$ cat src/rtl/duty_clk_div_pkg.sv
package duty_clk_div_pkg;
  // Mode flags that travel with the counts through shadow and active stages.
  typedef struct packed {
    logic bypass;
    logic odd;
  } div_flags_t;
endpackage

$ cat src/rtl/duty_clk_div_cfg.sv
module duty_clk_div_cfg
  import duty_clk_div_pkg::*;
#(
  parameter int unsigned CNT_W  = 8,
  parameter int unsigned DEF_HI = 1,
  parameter int unsigned DEF_LO = 1
) (
  input  logic             clk,
  input  logic             rst,
  input  logic             wr_en,
  input  logic [CNT_W-1:0] wr_hi,
  input  logic [CNT_W-1:0] wr_lo,
  input  div_flags_t       wr_flags,
  input  logic             period_start,
  output logic [CNT_W-1:0] act_hi,
  output logic [CNT_W-1:0] act_lo,
  output div_flags_t       act_flags
);
  localparam logic [CNT_W-1:0] ONE   = CNT_W'(1);
  localparam logic [CNT_W-1:0] RST_H = (DEF_HI == 0) ? ONE : CNT_W'(DEF_HI);
  localparam logic [CNT_W-1:0] RST_L = (DEF_LO == 0) ? ONE : CNT_W'(DEF_LO);

  logic [CNT_W-1:0] sh_hi, sh_lo;
  div_flags_t       sh_flags;

  // Shadow stage: zero counts are clamped on capture.
  always_ff @(posedge clk) begin
    if (rst) begin
      sh_hi    <= RST_H;
      sh_lo    <= RST_L;
      sh_flags <= '0;
    end else if (wr_en) begin
      sh_hi    <= (wr_hi == '0) ? ONE : wr_hi;
      sh_lo    <= (wr_lo == '0) ? ONE : wr_lo;
      sh_flags <= wr_flags;
    end
  end

  // Active stage: only moves on a period boundary.
  always_ff @(posedge clk) begin
    if (rst) begin
      act_hi    <= RST_H;
      act_lo    <= RST_L;
      act_flags <= '0;
    end else if (period_start) begin
      act_hi    <= sh_hi;
      act_lo    <= sh_lo;
      act_flags <= sh_flags;
    end
  end
endmodule

$ cat src/rtl/duty_clk_div_count.sv
module duty_clk_div_count #(
  parameter int unsigned CNT_W = 8
) (
  input  logic             clk,
  input  logic             rst,
  input  logic [CNT_W-1:0] act_hi,
  input  logic [CNT_W-1:0] act_lo,
  output logic             period_start,
  output logic             hi_q,
  output logic             last_hi,
  output logic [CNT_W:0]   phase_cnt
);
  localparam int unsigned PW = CNT_W + 1;

  logic [PW-1:0] cnt_q;
  logic [PW-1:0] cnt_inc;
  logic [PW-1:0] last_idx;
  logic          restart_q;

  assign cnt_inc      = cnt_q + PW'(1);
  assign last_idx     = {1'b0, act_hi} + {1'b0, act_lo} - PW'(1);
  assign period_start = restart_q | (cnt_q == last_idx);
  assign last_hi      = hi_q & (cnt_q == ({1'b0, act_hi} - PW'(1)));
  assign phase_cnt    = cnt_q;

  always_ff @(posedge clk) begin
    if (rst) begin
      cnt_q     <= '0;
      restart_q <= 1'b1;
      hi_q      <= 1'b0;
    end else if (period_start) begin
      cnt_q     <= '0;
      restart_q <= 1'b0;
      hi_q      <= 1'b1;
    end else begin
      cnt_q <= cnt_inc;
      hi_q  <= (cnt_inc < {1'b0, act_hi});
    end
  end
endmodule

$ cat src/rtl/duty_clk_div_half.sv
module duty_clk_div_half (
  input  logic clk,
  input  logic rst,
  input  logic last_hi,
  output logic kill_q
);
  // Falling-edge stage: marks the middle of the last high cycle.
  always_ff @(negedge clk) begin
    if (rst) kill_q <= 1'b0;
    else     kill_q <= last_hi;
  end
endmodule

$ cat src/rtl/duty_clk_div.sv
module duty_clk_div
  import duty_clk_div_pkg::*;
#(
  parameter int unsigned CNT_W  = 8,
  parameter int unsigned DEF_HI = 1,
  parameter int unsigned DEF_LO = 1
) (
  input  logic             clk_src,
  input  logic             rst,
  input  logic             cfg_we,
  input  logic [CNT_W-1:0] cfg_hi,
  input  logic [CNT_W-1:0] cfg_lo,
  input  logic             cfg_bypass,
  input  logic             cfg_odd,
  output logic             clk_out
);
  logic [CNT_W-1:0] act_hi, act_lo;
  div_flags_t       act_flags;
  div_flags_t       wr_flags;
  logic             period_start, hi_q, last_hi, kill_q;
  logic [CNT_W:0]   phase_cnt;

  assign wr_flags = '{bypass: cfg_bypass, odd: cfg_odd};

  duty_clk_div_cfg #(.CNT_W(CNT_W), .DEF_HI(DEF_HI), .DEF_LO(DEF_LO)) u_cfg (
    .clk(clk_src), .rst(rst), .wr_en(cfg_we), .wr_hi(cfg_hi), .wr_lo(cfg_lo),
    .wr_flags(wr_flags), .period_start(period_start),
    .act_hi(act_hi), .act_lo(act_lo), .act_flags(act_flags)
  );

  duty_clk_div_count #(.CNT_W(CNT_W)) u_cnt (
    .clk(clk_src), .rst(rst), .act_hi(act_hi), .act_lo(act_lo),
    .period_start(period_start), .hi_q(hi_q), .last_hi(last_hi),
    .phase_cnt(phase_cnt)
  );

  duty_clk_div_half u_half (
    .clk(clk_src), .rst(rst), .last_hi(last_hi), .kill_q(kill_q)
  );

  // Output select: both inputs come straight from flops or the source.
  assign clk_out = act_flags.bypass ? clk_src : (hi_q & ~(act_flags.odd & kill_q));
endmodule

$ cat config.mk
export PLATFORM = sky130hd
export DESIGN_NAME = duty_clk_div
export DESIGN_NICKNAME = d
export VERILOG_FILES = /design/src/rtl/duty_clk_div_pkg.sv /design/src/rtl/duty_clk_div_cfg.sv /design/src/rtl/duty_clk_div_count.sv /design/src/rtl/duty_clk_div_half.sv /design/src/rtl/duty_clk_div.sv
export SDC_FILE = /design/constraint.sdc
export NUM_CORES = 1
export LEC_CHECK = 0
export BUFFER_PORTS_ARGS = -buffer_cell sky130_fd_sc_hd__buf_4
export CORE_MARGIN = 10
export CORE_UTILIZATION = 35
export CTS_CLUSTER_DIAMETER = 100
export DETAILED_ROUTE_END_ITERATION = 16
export RECOVER_POWER = 50
export REMOVE_ABC_BUFFERS = 1
export SLEW_MARGIN = 30
export SYNTH_ARGS = -nofsm -noshare
export SYNTH_HDL_FRONTEND = slang
export SYNTH_SLANG_ARGS = --single-unit
$ cat constraint.sdc
create_clock -name clk_src -period 4 [get_ports clk_src]
set_clock_uncertainty 0.1 [all_clocks]
set_input_delay 0.2 -clock clk_src [delete_from_list [all_inputs] [get_ports clk_src]]
set_output_delay 0.2 -clock clk_src [all_outputs]
set_load 0.02 [all_outputs]
==> results.sh, run 1 <==
export IMPL_areaGrowthSynthToFinish_pct=18.6
export IMPL_crit_path_top_delay_cell="or4_1"
export IMPL_rows=35
export IMPL_drive_above_1_share=0.115
export IMPL_reg2reg_depth=8
export IMPL_io_pins=22
export IMPL_grt_max_degree=32
export IMPL_synth_seq_cells=48
export IMPL_start_util=0.356
export IMPL_final_util=0.422
export IMPL_num_vias=3003
export IMPL_grt_pass1_vias=3094
export IMPL_slew_viol_final=0
export IMPL_finalSetupViolCount=0
export IMPL_synth_cell_types=48
export IMPL_grt_pass1_wl_mm=14.4
export IMPL_synth_edf_count=0
export IMPL_path_class="register to register"
export IMPL_clk_pin_slew_ns=0.09
export IMPL_dpl_cell_area_mm2=0.00355
export IMPL_core_mm2=0.00920
export IMPL_worstPathMaxFanout=4
export IMPL_worstPathRequired_ns=2.29
export IMPL_peakVddDrop_mv=0.190
export IMPL_tightest_slew_ns=1.38
export IMPL_async_flop_share=0
export IMPL_crit_chain="inv_1, ha_2, and3_1, nor3_1, a211oi_2, a41oi_1, or4_1, a221oi_2"
export IMPL_ant_nets=0
export IMPL_nFillCells=929
export IMPL_critical_path_top_delay_family="simple AND/OR/NAND/NOR gates"
export IMPL_cp_end_kind="register"
export IMPL_grt_total_usage=0.131
export IMPL_wl_per_cell_um=14.6
export IMPL_drt_iter0_markers=204
export IMPL_viasPerCell=5.26
export IMPL_rrSetupSlack_ns=0.07
export IMPL_antenna_found_initial=0
export IMPL_hold_viol=0
export IMPL_startpoint_type="register"
export IMPL_die_area_mm2=0.0136
export IMPL_slew_headroom=0.0785
export IMPL_drc=0
export IMPL_path_depth=8
export IMPL_globalRouteOverflowTotal=0
export IMPL_nets=506
export IMPL_powerDensity_mw_per_mm2=432
export IMPL_port_buffers=21
export IMPL_cts_tree="done"
export IMPL_die_y_um=117
export IMPL_syn_area_per_cell_um2=7.81
export IMPL_insertion_delay_ns=0.41
export IMPL_dp_hpwl_mm=6.10
export IMPL_antennaDiodeCount=0
export IMPL_die_w_um=117
export IMPL_routed_wl_mm=8.31
export IMPL_worstHoldPathType="input pin to register"
export IMPL_gp_congestion=0.867
export IMPL_synth_ff_type="dfxtp_1"
export IMPL_cp_arrival_ns=2.22
export IMPL_finalInstanceArea_mm2=0.00388
export IMPL_synth_area_mm2=0.00327
export IMPL_hold_depth=2
export IMPL_drv_cap=0
export IMPL_outcome="completed"
export IMPL_ys_warn_count=0
export IMPL_ys_seq_area_frac=0.293
export IMPL_dr_pass1_iters=4
export IMPL_synthCells=419
export IMPL_critPathMaxStageDelay_ns=0.53
export IMPL_p_leak_nw=1.70
export IMPL_critical_path_buf_inv_count=1
-- metal layers --
layer | wire [µm] | track usage | vias to the layer above
met3 | 437 | 0.0339 | 11
met1 | 3960 | 0.166 | 1388
met4 | 134 | 0.0560 | 0
met5 | 0 | 0 | -
li1 | - | - | 1527
met2 | 3780 | 0.205 | 77
-- layout by cell type, fill, tap and decap left out, drive strengths merged, types with 17 or more instances in the layout --
master	instances
xnor2	18
dfxtp	48
buf	30
nor2	37
nand2	57
inv	38
o21ai	24
ha	25
mux2i	17
dlygate4sd3	18
-- per-stage QoR --
| stage | hold WS, ns | setup slack (ns) | power (W) | instances | TNS (ns) |
|---|---|---|---|---|---|
| 3_5_place_dp | 0.319 | -0.0597 | 0.00123 | 542 | -0.0597 |
| 6_report | 0.129 | 0.0743 | 0.00168 | 571 | 0 |
| 2_1_floorplan | 0.128 | 0.0668 | 0.000997 | 398 | 0 |
| 3_3_place_gp | 0.319 | 0.0606 | 0.00122 | 542 | 0 |
| 4_1_cts | 0.118 | 0.00930 | 0.00169 | 571 | 0 |
| 5_1_grt | 0.138 | -0.0117 | 0.00178 | 571 | -0.0117 |
-- power breakdown --
| group | switching, W | internal [W] | total (W) |
|---|---|---|---|
| Clock | 0.000195 | 0.000253 | 0.000448 |
| Combinational | 0.000446 | 0.000250 | 0.000696 |
| Sequential | 0.0000260 | 0.000507 | 0.000533 |
| Total | 0.000667 | 0.00101 | 0.00168 |
-- kinds of logic (layout without fill, tap and decap cells) --
kind of cell	count (synthesis)	after routing	share of synthesized area
buffers and inverters	59	100	0.0783
AND/OR/NAND/NOR	175	175	0.262
adder cells (fa/ha/maj)	26	26	0.102
XOR/XNOR	29	29	0.0799
AO/OA/AOI/OAI	65	65	0.133
multiplexers	17	17	0.0520
flip-flops	48	48	0.293
-- sequential cells by signal, indices dropped and copies added (netlist names), 2 cells and up --
register / count
u_cfg.act_flags: 2
u_cfg.act_hi: 8
u_cfg.act_lo: 8
u_cfg.sh_flags: 2
u_cfg.sh_hi: 8
u_cfg.sh_lo: 8
u_cnt.phase_cnt: 9
-- repair_timing --
action,4_1_cts,5_1_grt
buffers inserted,0,0
hold buffers,18,0
endpoints found under the hold margin,18,0
endpoints found under the setup margin,1,1
resized for setup,1,3
-- worst register-to-register path, cell delays in order (launching register included) --
cell and delay [ns]:
dfxtp_1 0.34, inv_1 0.07, ha_2 0.21, and3_1 0.18
nor3_1 0.06, a211oi_2 0.16, a41oi_1 0.07, or4_1 0.53
a221oi_2 0.19
-- final timing paths --
check,from,end
worst max-delay path,u_cfg.act_hi[1],u_half.kill_q
worst min-delay path,cfg_we,u_cfg.sh_hi[0]
worst max register to register,u_cfg.act_hi[1],u_half.kill_q
worst min register to register,u_cfg.sh_hi[0],u_cfg.sh_hi[0]
-- cells in the mapped netlist (7+ instances only) --
| master | instances | area share |
|---|---|---|
| a21oi_1 | 16 | 0.024 |
| buf_2 | 7 | 0.011 |
| clkbuf_1 | 10 | 0.011 |
| dfxtp_1 | 48 | 0.29 |
| ha_1 | 25 | 0.096 |
| inv_1 | 38 | 0.044 |
| mux2i_1 | 17 | 0.052 |
| nand2_1 | 57 | 0.065 |
| nand3_1 | 13 | 0.020 |
| nand4_1 | 13 | 0.025 |
| nor2_1 | 37 | 0.042 |
| nor3_1 | 10 | 0.015 |
| nor4_1 | 11 | 0.021 |
| o21ai_0 | 23 | 0.035 |
| or3_1 | 12 | 0.023 |
| xnor2_1 | 18 | 0.048 |
| xor2_1 | 10 | 0.027 |
-- layout make-up --
class | count | area (µm²) | area share
Multi-Input combinational cell | 312 | 2070 | 0.533
Sequential cell | 48 | 961 | 0.248
Timing Repair Buffer | 50 | 409 | 0.105
Inverter | 37 | 139 | 0.0358
Tap cell | 111 | 139 | 0.0358
Clock buffer | 9 | 118 | 0.0303
Clock inverter | 4 | 46.3 | 0.0119
Note: power is estimated with default switching activity, not from simulation.
==> run 2, diff against run 1 <==
- CTS_BUF_LIST: default -> sky130_fd_sc_hd__clkbuf_4
==> run 2 against run 1 <==
Compared with the run above:
- combinational power rose by 1%
- global-route usage rose by 0.23 points
- routed wire length rose by 0.54%
- final area fell by 0.61%
- final cell count rose by 0.18%
- worst setup slack got worse by 0.026 ns
- utilization fell by 0.26 points
- largest cell class unchanged
- hold slack got worse by 0.087 ns
- largest power group unchanged
==> results.sh, run 2 (synthesized netlist as in run 1, its figures left out) <==
export IMPL_outcome="completed"
export IMPL_core_mm2=0.00920
export IMPL_ant_nets=0
export IMPL_die_w_um=117
export IMPL_crit_chain="inv_2, ha_4, and3_1, nor3_1, a211oi_2, a41oi_1, or4_1, a221oi_2"
export IMPL_cp_startpoint="u_cfg.act_hi[0]"
export IMPL_worstPathRequired_ns=2.35
export IMPL_tightest_slew_ns=1.36
export IMPL_port_buffers=21
export IMPL_hp_start="cfg_we"
export IMPL_globalRouteOverflowTotal=0
export IMPL_insertion_delay_ns=0.49
export IMPL_grt_pass1_vias=3106
export IMPL_hold_viol=0
export IMPL_cp_arrival_ns=2.30
export IMPL_start_util=0.356
export IMPL_dp_hpwl_mm=6.10
export IMPL_final_cell_mix="nand2_1 (57), dfxtp_1 (46), nor2_1 (37)"
export IMPL_path_class="register to register"
export IMPL_gp_congestion=0.867
export IMPL_die_y_um=117
export IMPL_dr_pass1_iters=4
export IMPL_antennaDiodeCount=0
export IMPL_reg2reg_from="u_cfg.act_hi[0]"
export IMPL_drive_above_1_share=0.126
export IMPL_areaGrowthSynthToFinish_pct=17.8
export IMPL_critical_path_top_delay_family="simple AND/OR/NAND/NOR gates"
export IMPL_layout_commonest_cell="nand2_1"
export IMPL_num_vias=3010
export IMPL_rows=35
export IMPL_powerDensity_mw_per_mm2=412
export IMPL_p_leak_nw=1.69
export IMPL_grt_max_degree=32
export IMPL_io_pins=22
export IMPL_cp_end_kind="register"
export IMPL_finalSetupViolCount=0
export IMPL_cts_tree="done"
export IMPL_clk_pin_slew_ns=0.15
export IMPL_grt_pass1_wl_mm=14.6
export IMPL_worstHoldPathType="input pin to register"
export IMPL_routed_wl_mm=8.36
export IMPL_critical_path_buf_inv_count=1
export IMPL_drc=0
export IMPL_viasPerCell=5.26
export IMPL_largest_register_ffs=9
export IMPL_die_area_mm2=0.0136
export IMPL_power_w=0.00159
export IMPL_peakVddDrop_mv=0.167
export IMPL_wl_per_cell_um=14.6
export IMPL_postCtsSetupBuffers=0
export IMPL_slew_headroom=0.0952
export IMPL_slew_viol_final=0
export IMPL_crit_path_top_delay_cell="or4_1"
export IMPL_rsz0062_at_grt="true"
export IMPL_drv_cap=0
export IMPL_nets=507
export IMPL_final_util=0.420
export IMPL_grt_total_usage=0.133
export IMPL_critPathMaxStageDelay_ns=0.53
export IMPL_worstPathMaxFanout=4
export IMPL_startpoint_type="register"
export IMPL_drt_iter0_markers=195
export IMPL_antenna_found_initial=0
run 2: cell count changes in the layout (fill, tap and decap cells not counted), sizes merged:
cell	change
dlygate4sd3	+1
clkbuf	-1
buf	+1
run 2: worst reg2reg max path: stages (launching register included):
cell	delay (ns)
dfxtp_2	0.35
inv_2	0.07
ha_4	0.15
and3_1	0.17
nor3_1	0.06
a211oi_2	0.22
a41oi_1	0.07
or4_1	0.53
a221oi_2	0.19
run 2: repair_timing:
item | 4_1_cts | 5_1_grt
hold buffers | 19 | 0
endpoints found under the hold margin | 18 | 0
gates resized for setup | 3 | 5
pin swaps | 0 | 1
gates cloned | 0 | 0
endpoints found under the setup margin | 1 | 1
run 2: final timing paths:
kind	cells after the start	slack (ns)	to
worst min-delay path	2	0.04	u_cfg.sh_hi[0]
worst max register to register	8	0.05	u_half.kill_q
worst min register to register	2	0.40	u_cfg.sh_hi[0]
worst max-delay path	8	0.05	u_half.kill_q
run 2: power breakdown:
part / internal, W / leakage, nW / switching, W
sequential: 0.000508 / 0.394 / 0.0000270
clock: 0.000168 / 0.0674 / 0.000185
combinational: 0.000253 / 1.22 / 0.000450
run 2: through the flow:
step	instances	setup TNS (ns)	hold slack (ns)	setup WS [ns]	cell area (µm²)
after global placement	542	0	0.319	0.0606	3550
after floorplan	398	0	0.128	0.0668	3160
after global routing	572	-0.0487	0.0267	-0.0487	3860
after detailed placement	542	-0.0597	0.319	-0.0597	3550
after CTS	572	0	0.0242	0.00553	3850
final	572	0	0.0424	0.0487	3860
run 2: final cells by class:
type / count / area (µm²)
Clock buffer: 9 / 67.6
Clock inverter: 4 / 46.3
Fill cell: 931 / 5340
Inverter: 37 / 139
Multi-Input combinational cell: 312 / 2080
Sequential cell: 48 / 963
Tap cell: 111 / 139
Timing Repair Buffer: 51 / 423
run 2: routing by layer:
metal	track usage	wire length, µm	share of wire	vias to the layer above
li1	-	-	-	1531
met1	0.169	4000	0.48	1396
met5	0	0	0	-
met3	0.0354	413	0.049	12
met2	0.207	3810	0.46	71
met4	0.0585	129	0.015	0
